### src/rtl/i2c_master_regs_pkg.sv
package i2c_master_regs_pkg;
  localparam int DATA_W    = 8;
  localparam int ADDR_W    = 5;
  localparam int BUF_DEPTH = 4;
  localparam int IDX_W     = $clog2(BUF_DEPTH);
  localparam int CNT_W     = IDX_W + 1;

  // register offsets
  localparam logic [ADDR_W-1:0] OFS_DATA     = 5'd0;
  localparam logic [ADDR_W-1:0] OFS_MADDR_LO = 5'd4;
  localparam logic [ADDR_W-1:0] OFS_MADDR_HI = 5'd5;
  localparam logic [ADDR_W-1:0] OFS_CTRL     = 5'd6;
  localparam logic [ADDR_W-1:0] OFS_MODE     = 5'd7;
  localparam logic [ADDR_W-1:0] OFS_STAT     = 5'd8;
  localparam logic [ADDR_W-1:0] OFS_XSTAT    = 5'd9;
  localparam logic [ADDR_W-1:0] OFS_SADDR_LO = 5'd10;
  localparam logic [ADDR_W-1:0] OFS_SADDR_HI = 5'd11;
  localparam logic [ADDR_W-1:0] OFS_CLKDIV   = 5'd12;
  localparam logic [ADDR_W-1:0] OFS_IMASK    = 5'd13;
  localparam logic [ADDR_W-1:0] OFS_BYTECNT  = 5'd14;
  localparam logic [ADDR_W-1:0] OFS_XCTRL    = 5'd15;
  localparam logic [ADDR_W-1:0] OFS_LINES    = 5'd16;

  // control bits
  localparam int CT_GO     = 0;
  localparam int CT_RD     = 1;
  localparam int CT_CHAIN  = 2;
  localparam int CT_RSTART = 3;
  localparam int CT_HALT   = 7;
  // mode bits
  localparam int MD_IEN    = 2;
  localparam int MD_FLUSH  = 6;
  // status bits
  localparam int ST_IRQ    = 1;
  localparam int ST_SPARE  = 3;
  // interrupt mask bits
  localparam int IM_DONE   = 0;
  localparam int IM_HALT   = 3;
  // extended control
  localparam int XC_SRST   = 0;

  localparam logic [DATA_W-1:0] MODE_KEEP = 8'h3D;
  localparam logic [DATA_W-1:0] CNT_KEEP  = 8'h77;
  localparam logic [DATA_W-1:0] XST_CLR   = 8'h8F;
  localparam logic [DATA_W-1:0] LINES_RST = 8'h0F;
  localparam logic [2:0]        BCS_FREE  = 3'd4;
  localparam logic [2:0]        BCS_BUSY  = 3'd5;

  typedef enum logic [1:0] {SQ_IDLE, SQ_REQ, SQ_FIN} seq_state_e;

  // number of bytes requested by a control value
  function automatic logic [CNT_W-1:0] xfer_len(input logic [DATA_W-1:0] ctrl);
    return CNT_W'(ctrl[5:4]) + CNT_W'(1);
  endfunction

  // extended status as seen by software
  function automatic logic [DATA_W-1:0] xstat_view(input logic busy,
                                                   input logic [DATA_W-1:0] st);
    return {st[7], (busy ? BCS_BUSY : BCS_FREE), st[3:0]};
  endfunction

  // status register as seen by software
  function automatic logic [DATA_W-1:0] stat_view(input logic active, input logic irq_st,
                                                  input logic err, input logic full,
                                                  input logic nempty);
    return {2'b00, nempty, full, 1'b0, err, irq_st, active};
  endfunction
endpackage

### src/rtl/i2c_mreg_fifo.sv
module i2c_mreg_fifo #(
  parameter int DEPTH = 4,
  parameter int W     = 8,
  localparam int IDX_W = $clog2(DEPTH),
  localparam int LVL_W = $clog2(DEPTH + 1)
) (
  input  logic             clk,
  input  logic             rst_n,
  input  logic             flush,
  input  logic             push,
  input  logic [W-1:0]     push_data,
  input  logic             pop,
  input  logic             set_lvl,
  input  logic [LVL_W-1:0] lvl_in,
  input  logic             wr_at,
  input  logic [IDX_W-1:0] wr_idx,
  input  logic [W-1:0]     wr_data,
  input  logic [IDX_W-1:0] rd_idx,
  output logic [W-1:0]     rd_data,
  output logic [W-1:0]     head,
  output logic             empty,
  output logic             full
);
  logic [W-1:0]     mem [DEPTH];
  logic [LVL_W-1:0] level;

  assign empty   = (level == '0);
  assign full    = (level == LVL_W'(DEPTH));
  assign head    = mem[0];
  assign rd_data = mem[rd_idx];

  logic do_pop, do_push;
  assign do_pop  = pop && !empty;
  assign do_push = push && !full;

  always_ff @(posedge clk or negedge rst_n) begin
    if (!rst_n)            level <= '0;
    else if (flush)        level <= '0;
    else if (set_lvl)      level <= lvl_in;
    else if (do_pop)       level <= level - LVL_W'(1);
    else if (do_push)      level <= level + LVL_W'(1);
  end

  for (genvar g = 0; g < DEPTH; g++) begin : g_ent
    logic [W-1:0] shift_in;
    if (g == DEPTH - 1) begin : g_last
      assign shift_in = '0;
    end else begin : g_mid
      assign shift_in = mem[g+1];
    end
    always_ff @(posedge clk or negedge rst_n) begin
      if (!rst_n)                                     mem[g] <= '0;
      else if (flush)                                 mem[g] <= '0;
      else if (wr_at && wr_idx == IDX_W'(g))          mem[g] <= wr_data;
      else if (do_pop)                                mem[g] <= shift_in;
      else if (do_push && level == LVL_W'(g))         mem[g] <= push_data;
    end
  end
endmodule

### src/rtl/i2c_mreg_seq.sv
module i2c_mreg_seq
  import i2c_master_regs_pkg::*;
#(
  parameter int LEN_W = CNT_W
) (
  input  logic             clk,
  input  logic             rst_n,
  input  logic             abort,
  input  logic             go,
  input  logic             go_rd,
  input  logic [LEN_W-1:0] go_len,
  input  logic             eng_ack,
  input  logic             eng_nack,
  output logic             eng_req,
  output logic             xfer_rd,
  output logic             active,
  output logic [LEN_W-1:0] byte_idx,
  output logic             rx_wr,
  output logic             done,
  output logic [LEN_W-1:0] done_cnt,
  output logic             done_err
);
  seq_state_e       state;
  logic [LEN_W-1:0] idx, len;
  logic             rd_q, err_q;
  logic             byte_ok, last_byte;

  assign byte_ok   = (state == SQ_REQ) && eng_ack && !eng_nack;
  assign last_byte = (idx + LEN_W'(1)) == len;

  always_ff @(posedge clk or negedge rst_n) begin
    if (!rst_n) begin
      state <= SQ_IDLE;
      idx   <= '0;
      len   <= '0;
      rd_q  <= 1'b0;
      err_q <= 1'b0;
    end else if (abort) begin
      state <= SQ_IDLE;
      idx   <= '0;
      err_q <= 1'b0;
    end else begin
      unique case (state)
        SQ_IDLE: if (go) begin
          state <= SQ_REQ;
          idx   <= '0;
          len   <= go_len;
          rd_q  <= go_rd;
          err_q <= 1'b0;
        end
        SQ_REQ: if (eng_ack) begin
          if (eng_nack) begin
            err_q <= 1'b1;
            state <= SQ_FIN;
          end else begin
            idx <= idx + LEN_W'(1);
            if (last_byte) state <= SQ_FIN;
          end
        end
        SQ_FIN: state <= SQ_IDLE;
        default: state <= SQ_IDLE;
      endcase
    end
  end

  assign eng_req  = (state == SQ_REQ);
  assign xfer_rd  = rd_q;
  assign active   = (state != SQ_IDLE);
  assign byte_idx = idx;
  assign rx_wr    = byte_ok && rd_q;
  assign done     = (state == SQ_FIN);
  assign done_cnt = idx;
  assign done_err = err_q;
endmodule

### src/rtl/i2c_master_regs.sv
module i2c_master_regs
  import i2c_master_regs_pkg::*;
(
  input  logic              clk,
  input  logic              rst_n,
  input  logic              reg_wr,
  input  logic              reg_rd,
  input  logic [ADDR_W-1:0] reg_addr,
  input  logic [DATA_W-1:0] reg_wdata,
  output logic [DATA_W-1:0] reg_rdata,
  output logic              irq,
  output logic              eng_req,
  output logic              eng_start,
  output logic              eng_rd,
  output logic [6:0]        eng_addr,
  output logic [DATA_W-1:0] eng_wdata,
  input  logic              eng_ack,
  input  logic              eng_nack,
  input  logic [DATA_W-1:0] eng_rdata,
  output logic              eng_stop
);
  localparam int LVL_W = $clog2(BUF_DEPTH + 1);

  // stored registers
  logic [DATA_W-1:0] maddr_lo, maddr_hi, saddr_lo, saddr_hi;
  logic [DATA_W-1:0] ctrl_q, mode_q, xst_q, clkdiv_q, imask_q, bcnt_q, xctrl_q, lines_q;
  logic              irq_st, err_st, bus_busy, stop_q, irq_q;

  // sequencer and buffer wires
  logic             seq_active, seq_done, seq_err, seq_rd, rx_wr;
  logic [CNT_W-1:0] byte_idx, done_cnt;
  logic [DATA_W-1:0] buf_head, buf_tx;
  logic             buf_empty, buf_full;

  // named events
  logic wr_data_e, wr_ctrl_e, wr_mode_e, wr_stat_e, wr_xst_e, wr_maddr_lo_e;
  logic soft_rst, ctrl_wr_ok, halt_evt, go_evt, start_ok;
  logic fin_stop, maddr_stop, stop_evt, irq_done_evt, irq_halt_evt, irq_set, irq_clr;
  logic buf_flush, buf_pop;

  function automatic logic hit(input logic [ADDR_W-1:0] a, input logic [ADDR_W-1:0] ofs);
    return a == ofs;
  endfunction

  assign wr_data_e     = reg_wr && hit(reg_addr, OFS_DATA);
  assign wr_ctrl_e     = reg_wr && hit(reg_addr, OFS_CTRL);
  assign wr_mode_e     = reg_wr && hit(reg_addr, OFS_MODE);
  assign wr_stat_e     = reg_wr && hit(reg_addr, OFS_STAT);
  assign wr_xst_e      = reg_wr && hit(reg_addr, OFS_XSTAT);
  assign wr_maddr_lo_e = reg_wr && hit(reg_addr, OFS_MADDR_LO);
  assign soft_rst      = reg_wr && hit(reg_addr, OFS_XCTRL) && reg_wdata[XC_SRST];

  assign ctrl_wr_ok   = wr_ctrl_e && !seq_active;
  assign halt_evt     = ctrl_wr_ok && reg_wdata[CT_HALT] && bus_busy;
  assign go_evt       = ctrl_wr_ok && reg_wdata[CT_GO] && !halt_evt;
  assign start_ok     = eng_req && eng_ack && !eng_nack && eng_start;
  assign fin_stop     = seq_done && bus_busy &&
                        (seq_err || ctrl_q[CT_RSTART] || !ctrl_q[CT_CHAIN]);
  assign maddr_stop   = wr_maddr_lo_e && bus_busy;
  assign stop_evt     = halt_evt || fin_stop || maddr_stop || (soft_rst && bus_busy);
  assign irq_done_evt = seq_done && (done_cnt != '0) && mode_q[MD_IEN] && imask_q[IM_DONE];
  assign irq_halt_evt = halt_evt && mode_q[MD_IEN] && imask_q[IM_HALT];
  assign irq_set      = irq_done_evt || irq_halt_evt;
  assign irq_clr      = wr_stat_e && reg_wdata[ST_IRQ];
  assign buf_flush    = soft_rst || (wr_mode_e && reg_wdata[MD_FLUSH]);
  assign buf_pop      = reg_rd && hit(reg_addr, OFS_DATA);

  i2c_mreg_seq #(.LEN_W(CNT_W)) u_seq (
    .clk      (clk),
    .rst_n    (rst_n),
    .abort    (soft_rst),
    .go       (go_evt),
    .go_rd    (reg_wdata[CT_RD]),
    .go_len   (xfer_len(reg_wdata)),
    .eng_ack  (eng_ack),
    .eng_nack (eng_nack),
    .eng_req  (eng_req),
    .xfer_rd  (seq_rd),
    .active   (seq_active),
    .byte_idx (byte_idx),
    .rx_wr    (rx_wr),
    .done     (seq_done),
    .done_cnt (done_cnt),
    .done_err (seq_err)
  );

  i2c_mreg_fifo #(.DEPTH(BUF_DEPTH), .W(DATA_W)) u_buf (
    .clk       (clk),
    .rst_n     (rst_n),
    .flush     (buf_flush),
    .push      (wr_data_e),
    .push_data (reg_wdata),
    .pop       (buf_pop),
    .set_lvl   (seq_done),
    .lvl_in    (seq_rd ? LVL_W'(done_cnt) : LVL_W'(0)),
    .wr_at     (rx_wr),
    .wr_idx    (byte_idx[IDX_W-1:0]),
    .wr_data   (eng_rdata),
    .rd_idx    (byte_idx[IDX_W-1:0]),
    .rd_data   (buf_tx),
    .head      (buf_head),
    .empty     (buf_empty),
    .full      (buf_full)
  );

  // addresses: cleared only by the reset pin
  always_ff @(posedge clk or negedge rst_n) begin
    if (!rst_n) begin
      maddr_lo <= '0;
      maddr_hi <= '0;
      saddr_lo <= '0;
      saddr_hi <= '0;
    end else if (reg_wr) begin
      if (hit(reg_addr, OFS_MADDR_LO)) maddr_lo <= reg_wdata;
      if (hit(reg_addr, OFS_MADDR_HI)) maddr_hi <= reg_wdata;
      if (hit(reg_addr, OFS_SADDR_LO)) saddr_lo <= reg_wdata;
      if (hit(reg_addr, OFS_SADDR_HI)) saddr_hi <= reg_wdata;
    end
  end

  // control, mode and plain stored registers
  always_ff @(posedge clk or negedge rst_n) begin
    if (!rst_n) begin
      ctrl_q   <= '0;
      mode_q   <= '0;
      clkdiv_q <= '0;
      imask_q  <= '0;
      xctrl_q  <= '0;
      lines_q  <= LINES_RST;
    end else if (soft_rst) begin
      ctrl_q   <= '0;
      mode_q   <= '0;
      clkdiv_q <= '0;
      imask_q  <= '0;
      xctrl_q  <= '0;
      lines_q  <= LINES_RST;
    end else begin
      if (ctrl_wr_ok) ctrl_q <= reg_wdata & ~(DATA_W'(1) << CT_GO);
      if (wr_mode_e)  mode_q <= reg_wdata & MODE_KEEP;
      if (reg_wr && hit(reg_addr, OFS_CLKDIV)) clkdiv_q <= reg_wdata;
      if (reg_wr && hit(reg_addr, OFS_IMASK))  imask_q  <= reg_wdata;
      if (reg_wr && hit(reg_addr, OFS_XCTRL))  xctrl_q  <= reg_wdata;
      if (reg_wr && hit(reg_addr, OFS_LINES))  lines_q  <= reg_wdata & LINES_RST;
    end
  end

  // byte count and error tracking
  always_ff @(posedge clk or negedge rst_n) begin
    if (!rst_n) begin
      bcnt_q <= '0;
      err_st <= 1'b0;
      xst_q  <= '0;
    end else if (soft_rst) begin
      bcnt_q <= '0;
      err_st <= 1'b0;
      xst_q  <= '0;
    end else begin
      if (seq_done)
        bcnt_q <= DATA_W'(done_cnt);
      else if (reg_wr && hit(reg_addr, OFS_BYTECNT))
        bcnt_q <= reg_wdata & CNT_KEEP;

      if (seq_done && seq_err)     err_st <= 1'b1;
      else if (go_evt && !bus_busy) err_st <= 1'b0;

      if (seq_done && seq_err)  xst_q <= xst_q | 8'h01;
      else if (wr_xst_e)        xst_q <= xst_q & ~(reg_wdata & XST_CLR);
    end
  end

  // interrupt status and line
  always_ff @(posedge clk or negedge rst_n) begin
    if (!rst_n) begin
      irq_st <= 1'b0;
      irq_q  <= 1'b0;
    end else if (soft_rst) begin
      irq_st <= 1'b0;
      irq_q  <= 1'b0;
    end else if (irq_set) begin
      irq_st <= 1'b1;
      irq_q  <= 1'b1;
    end else if (irq_clr) begin
      irq_st <= 1'b0;
      if (mode_q[MD_IEN]) irq_q <= 1'b0;
    end
  end

  // transaction state and stop pulse
  always_ff @(posedge clk or negedge rst_n) begin
    if (!rst_n) begin
      bus_busy <= 1'b0;
      stop_q   <= 1'b0;
    end else begin
      stop_q <= stop_evt;
      if (stop_evt || soft_rst) bus_busy <= 1'b0;
      else if (start_ok)        bus_busy <= 1'b1;
    end
  end

  assign irq       = irq_q;
  assign eng_stop  = stop_q;
  assign eng_start = !bus_busy;
  assign eng_rd    = seq_rd;
  assign eng_addr  = maddr_lo[7:1];
  assign eng_wdata = buf_tx;

  // read mux
  always_comb begin
    unique case (reg_addr)
      OFS_DATA:     reg_rdata = buf_empty ? 8'hFF : buf_head;
      OFS_MADDR_LO: reg_rdata = maddr_lo;
      OFS_MADDR_HI: reg_rdata = maddr_hi;
      OFS_CTRL:     reg_rdata = ctrl_q;
      OFS_MODE:     reg_rdata = mode_q;
      OFS_STAT:     reg_rdata = stat_view(seq_active, irq_st, err_st, buf_full, !buf_empty);
      OFS_XSTAT:    reg_rdata = xstat_view(bus_busy, xst_q);
      OFS_SADDR_LO: reg_rdata = saddr_lo;
      OFS_SADDR_HI: reg_rdata = saddr_hi;
      OFS_CLKDIV:   reg_rdata = clkdiv_q;
      OFS_IMASK:    reg_rdata = imask_q;
      OFS_BYTECNT:  reg_rdata = bcnt_q;
      OFS_XCTRL:    reg_rdata = xctrl_q;
      OFS_LINES:    reg_rdata = lines_q;
      default:      reg_rdata = '0;
    endcase
  end
endmodule

### config.mk
export PLATFORM = sky130hd
export DESIGN_NAME = i2c_master_regs
export DESIGN_NICKNAME = d
export VERILOG_FILES = /design/src/rtl/i2c_master_regs_pkg.sv /design/src/rtl/i2c_mreg_fifo.sv /design/src/rtl/i2c_mreg_seq.sv /design/src/rtl/i2c_master_regs.sv
export SDC_FILE = /design/constraint.sdc
export NUM_CORES = 1
export LEC_CHECK = 0
export ABC_CLOCK_PERIOD_IN_PS = 7400
export BUFFER_PORTS_ARGS = -buffer_cell sky130_fd_sc_hd__buf_2
export CORE_MARGIN = 2
export CORE_UTILIZATION = 59
export DETAILED_ROUTE_END_ITERATION = 16
export GPL_ROUTABILITY_DRIVEN = 0
export PLACE_DENSITY_LB_ADDON = 0.08
export SLEW_MARGIN = 5
export SYNTH_ARGS = -nofsm -noshare
export SYNTH_HDL_FRONTEND = slang
export SYNTH_SLANG_ARGS = --single-unit
### constraint.sdc
create_clock -name clk -period 7.4 [get_ports clk]
set_clock_uncertainty 0.2 [all_clocks]
set_input_delay 1.85 -clock clk [delete_from_list [all_inputs] [get_ports clk]]
set_output_delay 1.85 -clock clk [all_outputs]
set_load 0.005 [all_outputs]
## Word level (Yosys, flattened, before mapping)

Index checks and enable logic that the tools add are counted.
W data, S select, Z words.

| storage, ports and cells | value |
|---|---|
| input port bits | 27 |
| output and inout bits | 28 |
| logic and storage cells | 234 |
| register bits | 146 |

| operators by class | value |
|---|---|
| reductions and logical operators | 95 |
| $lt $le $gt $ge | 1 |
| equality and inequality tests | 29 |
| bitwise gates (word level) | 4 |
| add/subtract/negate cells | 4 |
| mux-type cells | 73 |

Operators with widths:

| cell | number |
|---|---|
| $mux W8 | 37 |
| $pmux W8 S14 | 1 |
| $logic_and A1 B1 Y1 | 45 |
| $eq A5 B4 Y1 const B | 8 |
| $mux W3 | 9 |
| $reduce_bool A3 Y1 | 7 |
| $eq A5 B3 Y1 const B | 4 |
| $reduce_bool A4 Y1 | 5 |
| $reduce_bool A2 Y1 | 9 |
| $mux W1 | 17 |
| $bmux W8 S2 | 1 |
| $reduce_and A2 Y1 | 6 |
| $mux W2 | 5 |
| $and A8 B8 Y8 | 1 |
| $logic_or A1 B1 Y1 | 8 |
| $not A8 Y8 | 1 |
| $reduce_and A4 Y1 | 2 |
| $logic_not A1 Y1 | 7 |
| $add A3 B1 Y3 const B | 2 |
| $eq A2 B2 Y1 const B | 3 |
| $eq A3 B2 Y1 const B | 2 |
| $ne A3 B1 Y1 const B | 2 |
| $pmux W3 S2 | 1 |
| $reduce_and A3 Y1 | 2 |
| other kinds (19) | 21 |

## Depth between registers and ports, before layout

Gate-level depths: netlist (run 1).

| depth | value |
|---|---|
| depth in word-level cells | 11 |
| mapped depth | 10 |
| depth with buffers taken out | 7 |

## Modules after synthesis

From an unflattened synthesis (run 1), not the netlist that was laid out.

| unflattened totals | value |
|---|---|
| cells, all modules | 755 |
| area total of the unflattened synthesis | 7,626.1 µm² |

By module, submodules not included:

| module | cells an instance | instances | area an instance (µm²) |
|---|---|---|---|
| i2c_master_regs | 467 | 1 | 4,548.1 |
| i2c_mreg_fifo | 233 | 1 | 2,472.4 |
| i2c_mreg_seq | 55 | 1 | 605.6 |

## Worst setup path before layout (run 1)

OpenSTA, ideal clock, no wires.

| timing | value |
|---|---|
| path kind | input to output |
| from | input port reg_addr[4] |
| to | output port reg_rdata[0] |
| stages on the path | 7 |
| data arrival time | 3.113 ns |
| buffers on the path | 2 |
| setup slack | 2.237 ns |
| cell sequence | buf_6 -> or3b_1 -> buf_2 -> nor2_2 -> a222oi_1 -> nand4_1 -> or3_1 |

| on the way | value |
|---|---|
| longest elaborated chain between the ends | 2 |
| elaborated cells on any way between the ends | 15 |
| classes of those cells | 13 x eq/ne; 1 x mux; 1 x reduce/logical |

Ends and longest elaborated chain:

| what | RTL line | text |
|---|---|---|
| start: declaration | i2c_master_regs.sv:8 | `input logic [ADDR_W-1:0] reg_addr,` |
| $eq A5 B5 Y1, or another cell as far along | i2c_master_regs.sv:209 | `unique case (reg_addr)` |
| $pmux W8 S14 (*) | i2c_master_regs.sv:209 |  |
| end: declaration | i2c_master_regs.sv:10 | `output logic [DATA_W-1:0] reg_rdata,` |

Mark *: on every way between the ends. The rest lies on a longest branch, timed or not.

## Worst setup path after layout (run 1)

| timing | value |
|---|---|
| from | input port reg_addr[2] |
| to | output port reg_rdata[4] |

The elaborated chain is that of the path after synthesis.

==> results.cfg, run 1 <==
[clocking]
clkTransAtPathRegs_ns = 0.05
post_cts_buffers = 0
hold_buffers = 0
cts_tree = built
post_cts_resized = 0
ctsRootBufferMaster = clkbuf_16
clock_path_buffers = 2
clock_latency_ns = 0.43
cts_buffers = 17
cts_max_level = 4
cts_sinks = 133

[route]
wl_um = 23200
drtPass1Iterations = 9
route.vias.total = 6632
detail-route-antenna-nets = 0
drt_first_iter_violations = 660
vias_per_cell = 6.75
drc = 0
wl_per_cell_um = 23.6

[critical_path]
regToRegStartpoint = u_seq.byte_idx[0]$_DFFE_PN0P_
required_ns = 5.35
cp_max_fo = 16
endpoint_kind = output pin
cp.arrival_ns = 3.97
cp-start-kind = primary input
cp-startpoint = reg_addr[2]
critPathKind = in -> out

[timing]
setup_slack_ns = 1.38
rsz0062_at_grt = no
setup_viol = 0
tightest_slew_ns = 1.01
tns_ns = 0
final.period_utilization = 0.814
slew_headroom = 0.325
timing.hold.ws_ns = 0.287
fmax_mhz = 166
finalCriticalPeriod_ns = 6.02
hold_viol_final = 0
final-max-slew-violation-count = 0

[die]
core_mm2 = 0.0125
top_level_ports = 55
die_w_um = 117
rows = 41
die_h_um = 117
start_util = 0.599
die_area_mm2 = 0.0136

[placed_design]
pre_cts_ws_ns = 1.39
placed_area_mm2 = 0.00770
dpl.hpwl_um = 15100
port-buffer-count = 54
place_inst = 950

[hold_path]
min_from = xctrl_q[6]$_DFFE_PN0P_
worst_hold_path_type = reg -> reg

[synth]
synth_top_family_by_area = simple AND/OR/NAND/NOR gates
ys.flop_type = dfrtp_1
synthMuxAreaShare = 0.0898
yosys.area_share.simple = 0.202
synth_xor_area_frac = 0.00586
synthDistinctLibCells = 68
synth_fp_nets = 813
syn_area_per_cell_um2 = 9.64
yosysWarnings = 0
synth_fa_ha_area_frac = 0.0184
synth_compound_area_frac = 0.194
syn_area_mm2 = 0.00747
synth_edf_count = 0
ys_seq_area_frac = 0.446
netlist_instances = 775
async_flop_share = 1.00
synth-seq-cells = 133

[job]
cap_viol_max_count = 0

[run_status]
outcome = completed

[finish]
n_fill_cell = 1021
final_common_cell = nand2_1
stdcell_count = 982
most-common-layout-cells = nand2_1, dfrtp_1, buf_2
nNetsFinal = 835
fin_util = 0.669
area_growth_pct = 11.6
design_area_mm2 = 0.00834
drive_above_1_share = 0.183
diodes = 0

[power_and_ir_drop]
ir_worst_vdd_v = 0.000171
total_power_mw = 2.36
p_leak_nw = 3.69
p_per_area_mw_per_mm2 = 283

[global_route]
antenna_found_initial = 0
grt_pass1_wl_um = 35700
overflow = 0
track_usage = 0.359
grt_max_degree = 69
grt_pass1_vias = 6525
registers in the layout (all words and copies together) (netlist names), 7 cells and up:
| name | cells |
|---|---|
| ctrl_q | 7 |
| clkdiv_q | 8 |
| u_buf.g_ent.shift_in | 24 |
| imask_q | 8 |
| maddr_hi | 8 |
| saddr_hi | 8 |
| u_buf.head | 8 |
| saddr_lo | 8 |
| maddr_lo | 8 |
| xctrl_q | 8 |
final cells by class:
class | count | area [um2] | share of cell area
multi-input cells | 577 | 3810 | 0.457
flip-flops and latches | 133 | 3330 | 0.400
clock buffers | 23 | 488 | 0.0585
repair buffers | 58 | 307 | 0.0368
well taps | 172 | 215 | 0.0258
clock inverters | 9 | 148 | 0.0177
inverters | 10 | 37.5 | 0.00450
path summary, 6_finish.rpt:
check	endpoint	slack, ns	cells after the start
setup reg to reg	u_buf.head[0]$_DFFE_PN0P_	4.19	7
min in group asynchronous	saddr_lo[3]$_DFFE_PN0P_	1.21	1
setup / recovery	reg_rdata[4]	1.38	7
hold reg to reg	xctrl_q[6]$_DFFE_PN0P_	0.29	1
max in group asynchronous	maddr_lo[5]$_DFFE_PN0N_	4.45	2
hold / removal	xctrl_q[6]$_DFFE_PN0P_	0.29	1
cell usage after synthesis, types with 14 or more instances:
| cell | instances | area share |
|---|---|---|
| a21oi_1 | 50 | 0.033 |
| nor3_1 | 14 | 0.0094 |
| a22oi_1 | 26 | 0.026 |
| nand3_1 | 45 | 0.030 |
| mux2_2 | 25 | 0.038 |
| o21ai_0 | 23 | 0.015 |
| a31oi_1 | 20 | 0.017 |
| nand2_1 | 135 | 0.068 |
| dfrtp_1 | 129 | 0.43 |
| clkbuf_1 | 18 | 0.0090 |
| buf_2 | 20 | 0.013 |
| a21o_1 | 23 | 0.023 |
| nor2_1 | 38 | 0.019 |
power by group:
| part | switching [mW] | internal, mW |
|---|---|---|
| registers | 0.134 | 0.872 |
| clock network | 0.318 | 0.597 |
| logic | 0.232 | 0.209 |
worst max-delay path, cell delays in order:
cell	delay, ns
buf_2	0.29
or3b_1	0.53
nor2_2	0.66
a22oi_1	0.19
and4_1	0.24
nand4_1	0.09
buf_2	0.12
routing by layer:
layer  wire length, um  GRT usage
met2             10800      0.550
met5                 0          0
met4              1420      0.242
met3              2350     0.0903
met1              8610      0.450
kinds of logic (layout without fill, tap and decap cells):
logic type | count (synthesis) | after routing
mux | 53 | 53
xor+xnor | 5 | 5
fa+ha+maj | 11 | 11
compound gates | 208 | 208
flops | 133 | 133
buf+inv | 65 | 100
simple gates | 300 | 300
(Power assumes the default switching activity.)
==> run 2, diff against run 1 <==
--- a/config.mk
+++ b/config.mk
@@ -5,10 +5,10 @@
 export SDC_FILE = /design/constraint.sdc
 export NUM_CORES = 1
 export LEC_CHECK = 0
-export ABC_CLOCK_PERIOD_IN_PS = 7400
+export ABC_CLOCK_PERIOD_IN_PS = 5200
 export BUFFER_PORTS_ARGS = -buffer_cell sky130_fd_sc_hd__buf_2
 export CORE_MARGIN = 2
-export CORE_UTILIZATION = 59
+export CORE_UTILIZATION = 55
 export DETAILED_ROUTE_END_ITERATION = 16
 export GPL_ROUTABILITY_DRIVEN = 0
 export PLACE_DENSITY_LB_ADDON = 0.08
==> constraint.sdc (replaced) <==
create_clock -name clk -period 5.2 [get_ports clk]
set_clock_uncertainty 0.2 [all_clocks]
set_input_delay 1.3 -clock clk [delete_from_list [all_inputs] [get_ports clk]]
set_output_delay 1.3 -clock clk [all_outputs]
set_load 0.005 [all_outputs]
==> run 2 against run 1 <==
  * Cell area down 0.44%
  * Critical path type unchanged
  * Worst setup slack lost 0.81 ns
  * Combinational power rose by 41%
  * Flip-flop and latch count did not move
  * Highest routed layer unchanged
  * Hold slack worse by 0.0079 ns
  * Sequential power grew 42%
  * Register-to-register slack worse by 2.1 ns
  * First-iteration DRC count rose by 24%
  * Sequential share of layout area increased by 0.17 points
  * Routed wire length grew 0.54%
  * Die area is 7.0% higher
==> results.cfg, run 2 (same netlist as run 1, synthesis figures left out) <==
[critical_path]
cp.arrival_ns = 3.13
timing.critical_path.mode_cell = buf_2
critPathKind = in -> out
cp_num_buf_inv = 2
r2r_slack_ns = 2.11
cp_slowest_cell = or3b_1
regToRegStartpoint = u_seq.byte_idx[0]$_DFFE_PN0P_
endpoint_kind = output pin
timing.rr.end = u_buf.head[6]$_DFFE_PN0P_
critical_path.cell_chain = buf_2, or3b_1, nor2_4, a22oi_1, nand4_1, nand3b_1, buf_2
cp-start-kind = primary input
crit_family = simple AND/OR/NAND/NOR gates
reg2reg_depth = 7
critPathMaxStageDelay_ns = 0.53
cp_max_fo = 16
required_ns = 3.70

[hold_path]
worst_hold_path_type = reg -> reg
holdPathEnd = xctrl_q[6]$_DFFE_PN0P_
min_from = xctrl_q[6]$_DFFE_PN0P_
holdPathStages = 1

[power_and_ir_drop]
p_leak_nw = 3.67
p_per_area_mw_per_mm2 = 384
total_power_mw = 3.19
ir_worst_vdd_v = 0.000284

[finish]
ff_latch_area_mm2 = 0.00333
final_common_cell = nand2_1
diodes = 0
fin_util = 0.627
nNetsFinal = 840
design_area_mm2 = 0.00830
drive_above_1_share = 0.190
stdcell_count = 991
n_fill_cell = 1134
multiInputGateArea_mm2 = 0.00381
area_growth_pct = 11.1
most-common-layout-cells = nand2_1, dfrtp_1, buf_2
largest_reg_flops = 24

[run_status]
outcome = completed

[route]
route.vias.total = 6552
drtPass1Iterations = 6
drt_first_iter_violations = 816
vias_per_cell = 6.61
drc = 0
wl_per_cell_um = 23.5
detail-route-antenna-nets = 0
wl_um = 23300

[global_route]
overflow = 0
track_usage = 0.330
grt_pass1_wl_um = 36000
grt_max_degree = 110
antenna_found_initial = 0
grt_pass1_vias = 6311

[timing]
hold_viol_final = 0
rsz0062_at_grt = no
final.period_utilization = 0.891
tns_ns = 0
final-max-slew-violation-count = 0
setup_viol = 0
slew_headroom = 0.318
tightest_slew_ns = 1.02
fmax_mhz = 216
finalCriticalPeriod_ns = 4.63
setup_slack_ns = 0.568
timing.hold.ws_ns = 0.279

[clocking]
ctsRootBufferMaster = clkbuf_16
cts_tree = built
cts_max_level = 4
cts_buffers = 17
clkTransAtPathRegs_ns = 0.06
hold_buffers = 0
clock_latency_ns = 0.42
post_cts_resized = 0
cts_sinks = 133
clock_path_buffers = 2
post_cts_buffers = 0

[die]
rows = 42
die_area_mm2 = 0.0145
die_w_um = 121
die_h_um = 121
start_util = 0.564
core_mm2 = 0.0132
top_level_ports = 55

[job]
cap_viol_max_count = 0

[placed_design]
place_inst = 959
port-buffer-count = 54
pre_cts_ws_ns = 0.602
dpl.hpwl_um = 15300
placed_area_mm2 = 0.00775
-- run 2: final cells by class --
cell class	count	share of cell area
Sequential cell	133	0.401
Tap cell	176	0.0265
Multi-Input combinational cell	577	0.459
Clock buffer	21	0.0579
Timing Repair Buffer	63	0.0414
Inverter	10	0.00452
Clock inverter	11	0.00919
-- run 2: how the worst max path moves through the flow --
stage,from,endpoint,slack (ns),depth (start not counted)
3_5_place_dp,reg_addr[2],reg_rdata[5],0.60,7
5_1_grt,reg_addr[2],reg_rdata[5],0.45,7
6_report,reg_addr[2],reg_rdata[5],0.57,7
2_1_floorplan,reg_addr[4],reg_rdata[0],1.14,7
4_1_cts,reg_addr[2],reg_rdata[5],0.60,7
3_3_place_gp,reg_addr[2],reg_rdata[4],0.63,7
-- run 2: report_power, final --
part	internal, mW	switching [mW]
combinational	0.298	0.327
sequential	1.24	0.190
clock	0.659	0.477
total	2.20	0.994
-- run 2: layer usage --
layer | GRT usage | wire length (um) | vias to the layer above
met5 | 0 | 0 | -
met3 | 0.0708 | 2050 | 94
met1 | 0.439 | 9280 | 3212
met4 | 0.167 | 1110 | 0
met2 | 0.512 | 10800 | 371
li1 | - | - | 2875
==> run 3, diff against run 2 <==
--- a/config.mk
+++ b/config.mk
@@ -5,10 +5,10 @@
 export SDC_FILE = /design/constraint.sdc
 export NUM_CORES = 1
 export LEC_CHECK = 0
-export ABC_CLOCK_PERIOD_IN_PS = 5200
+export ABC_CLOCK_PERIOD_IN_PS = 5300
 export BUFFER_PORTS_ARGS = -buffer_cell sky130_fd_sc_hd__buf_2
 export CORE_MARGIN = 2
-export CORE_UTILIZATION = 55
+export CORE_UTILIZATION = 59
 export DETAILED_ROUTE_END_ITERATION = 16
 export GPL_ROUTABILITY_DRIVEN = 0
 export PLACE_DENSITY_LB_ADDON = 0.08
==> constraint.sdc (replaced) <==
create_clock -name clk -period 5.3 [get_ports clk]
set_clock_uncertainty 0.2 [all_clocks]
set_input_delay 1.325 -clock clk [delete_from_list [all_inputs] [get_ports clk]]
set_output_delay 1.325 -clock clk [all_outputs]
set_load 0.005 [all_outputs]
==> run 3 against run 2 <==
  * Cell area increased by 0.45%
  * Worst setup slack got worse by 0.0074 ns
  * Total power increased by 0.86%
  * Global-route usage increased by 1.9 points
  * Clock power increased by 5%
  * Routed wire length decreased by 2.7%
  * Core utilization increased by 4.2 points
  * Largest cell class unchanged
  * Flip-flop and latch count unchanged
  * Register-to-register slack improved by 0.10 ns
  * Largest power group unchanged
  * Critical path depth unchanged
  * Clock-buffer cell count unchanged
  * Sequential power about the same
==> results.cfg, run 3 (same netlist as run 1, synthesis figures left out) <==
[run_status]
outcome = completed

[finish]
multiInputGateArea_mm2 = 0.00381
most-common-layout-cells = nand2_1, dfrtp_1, buf_2
design_area_mm2 = 0.00834
area_growth_pct = 11.6
nNetsFinal = 840
largest_reg_flops = 24
diodes = 0
n_fill_cell = 1041
ff_latch_area_mm2 = 0.00333
fin_util = 0.669
final_common_cell = nand2_1
drive_above_1_share = 0.188

[timing]
tightest_slew_ns = 0.981
setup_viol = 0
fmax_mhz = 211
finalCriticalPeriod_ns = 4.74
slew_headroom = 0.346
final.period_utilization = 0.894
hold_viol_final = 0
rsz0062_at_grt = no
tns_ns = 0
setup_slack_ns = 0.561
final-max-slew-violation-count = 0

[placed_design]
placed_area_mm2 = 0.00774
pre_cts_ws_ns = 0.615
port-buffer-count = 54
dpl.hpwl_um = 15100

[critical_path]
cp.arrival_ns = 3.21
critPathKind = in -> out
critical_path.cell_chain = buf_2, or3b_1, nor2_2, buf_4, a22oi_1, nand3b_1, buf_2
cp_num_buf_inv = 3
required_ns = 3.77
cp-start-kind = primary input
endpoint_kind = output pin
timing.critical_path.mode_cell = buf_2
critPathMaxStageDelay_ns = 0.52
cp_max_fo = 15
cp_slowest_cell = or3b_1
crit_family = simple AND/OR/NAND/NOR gates

[clocking]
clock_path_buffers = 2
clkTransAtPathRegs_ns = 0.05
cts_tree = built
post_cts_resized = 0
ctsRootBufferMaster = clkbuf_16
cts_max_level = 4
post_cts_buffers = 0
clock_latency_ns = 0.43
cts_buffers = 17
cts_sinks = 133
hold_buffers = 0

[global_route]
busiest_layer = met2
grt_pass1_wl_um = 35300
use_met3 = 0.0887
overflow = 0
grt_max_degree = 106
use_met2 = 0.552
grt_use_met1 = 0.448
track_usage = 0.350
antenna_found_initial = 0
grt_pass1_vias = 6455

[power_and_ir_drop]
p_per_area_mw_per_mm2 = 386
p_leak_nw = 3.70
total_power_mw = 3.22
ir_worst_vdd_v = 0.000268

[die]
die_h_um = 117
top_level_ports = 55
start_util = 0.599
core_mm2 = 0.0125
die_w_um = 117
rows = 41
die_area_mm2 = 0.0136

[job]
cap_viol_max_count = 0

[route]
wl_per_cell_um = 23.0
drtPass1Iterations = 5
vias_per_cell = 6.57
drt_first_iter_violations = 796
drc = 0
wl_um = 22600
detail-route-antenna-nets = 0
route.vias.total = 6482

[hold_path]
worst_hold_path_type = reg -> reg
==> run 3: changes by cell type in the layout (fill, tap and decap cells not counted), sizes merged <==
cell      delta
clkinvlp     -4
bufinv       +3
clkinv       +1
inv          -1
==> run 3: worst paths after layout <==
path                                                    start                         to  slack, ns  cells past startpoint
worst max-delay path                              reg_addr[2]               reg_rdata[5]       0.56                      7
worst min-delay path                  saddr_lo[0]$_DFFE_PN0P_    saddr_lo[0]$_DFFE_PN0P_       0.29                      2
min in group asynchronous                               rst_n      mode_q[0]$_DFFE_PN0P_       0.79                      1
worst min register to register        saddr_lo[0]$_DFFE_PN0P_    saddr_lo[0]$_DFFE_PN0P_       0.29                      2
worst max register to register  u_seq.byte_idx[0]$_DFFE_PN0P_  u_buf.head[2]$_DFFE_PN0P_       2.21                      7
max in group asynchronous                               rst_n    clkdiv_q[2]$_DFFE_PN0P_       3.08                      2
==> run 3: worst min-delay path, delay by kind of cell, from the launching register on <==
family / cells / cell delay (ns)
compound gates: 1 / 0.06
flops: 1 / 0.35
simple gates: 1 / 0.05
==> run 3: cell type report <==
class,count,share of cell area
sequential,133,0.400
timing repair buffer,63,0.0413
multi-input combinational,577,0.457
clock inverter,10,0.0155
tap,172,0.0258
clock buffer,21,0.0564
inverter,10,0.00450
==> run 3: through the flow <==
step                instances  hold slack (ns)
global route              986            0.316
detailed placement        955            0.276
floorplan                 775            0.250
CTS                       986            0.290
global placement          955            0.263
finish                    986            0.288
==> run 3: per-layer routing <==
metal | wire [um] | share of wire
met3 | 2030 | 0.090
met5 | 0 | 0
met4 | 916 | 0.040
met1 | 8970 | 0.40
met2 | 10700 | 0.47
==> run 3: power breakdown <==
| part | internal (mW) | switching (mW) |
|---|---|---|
| registers | 1.22 | 0.186 |
| logic | 0.292 | 0.319 |
| clock network | 0.769 | 0.434 |
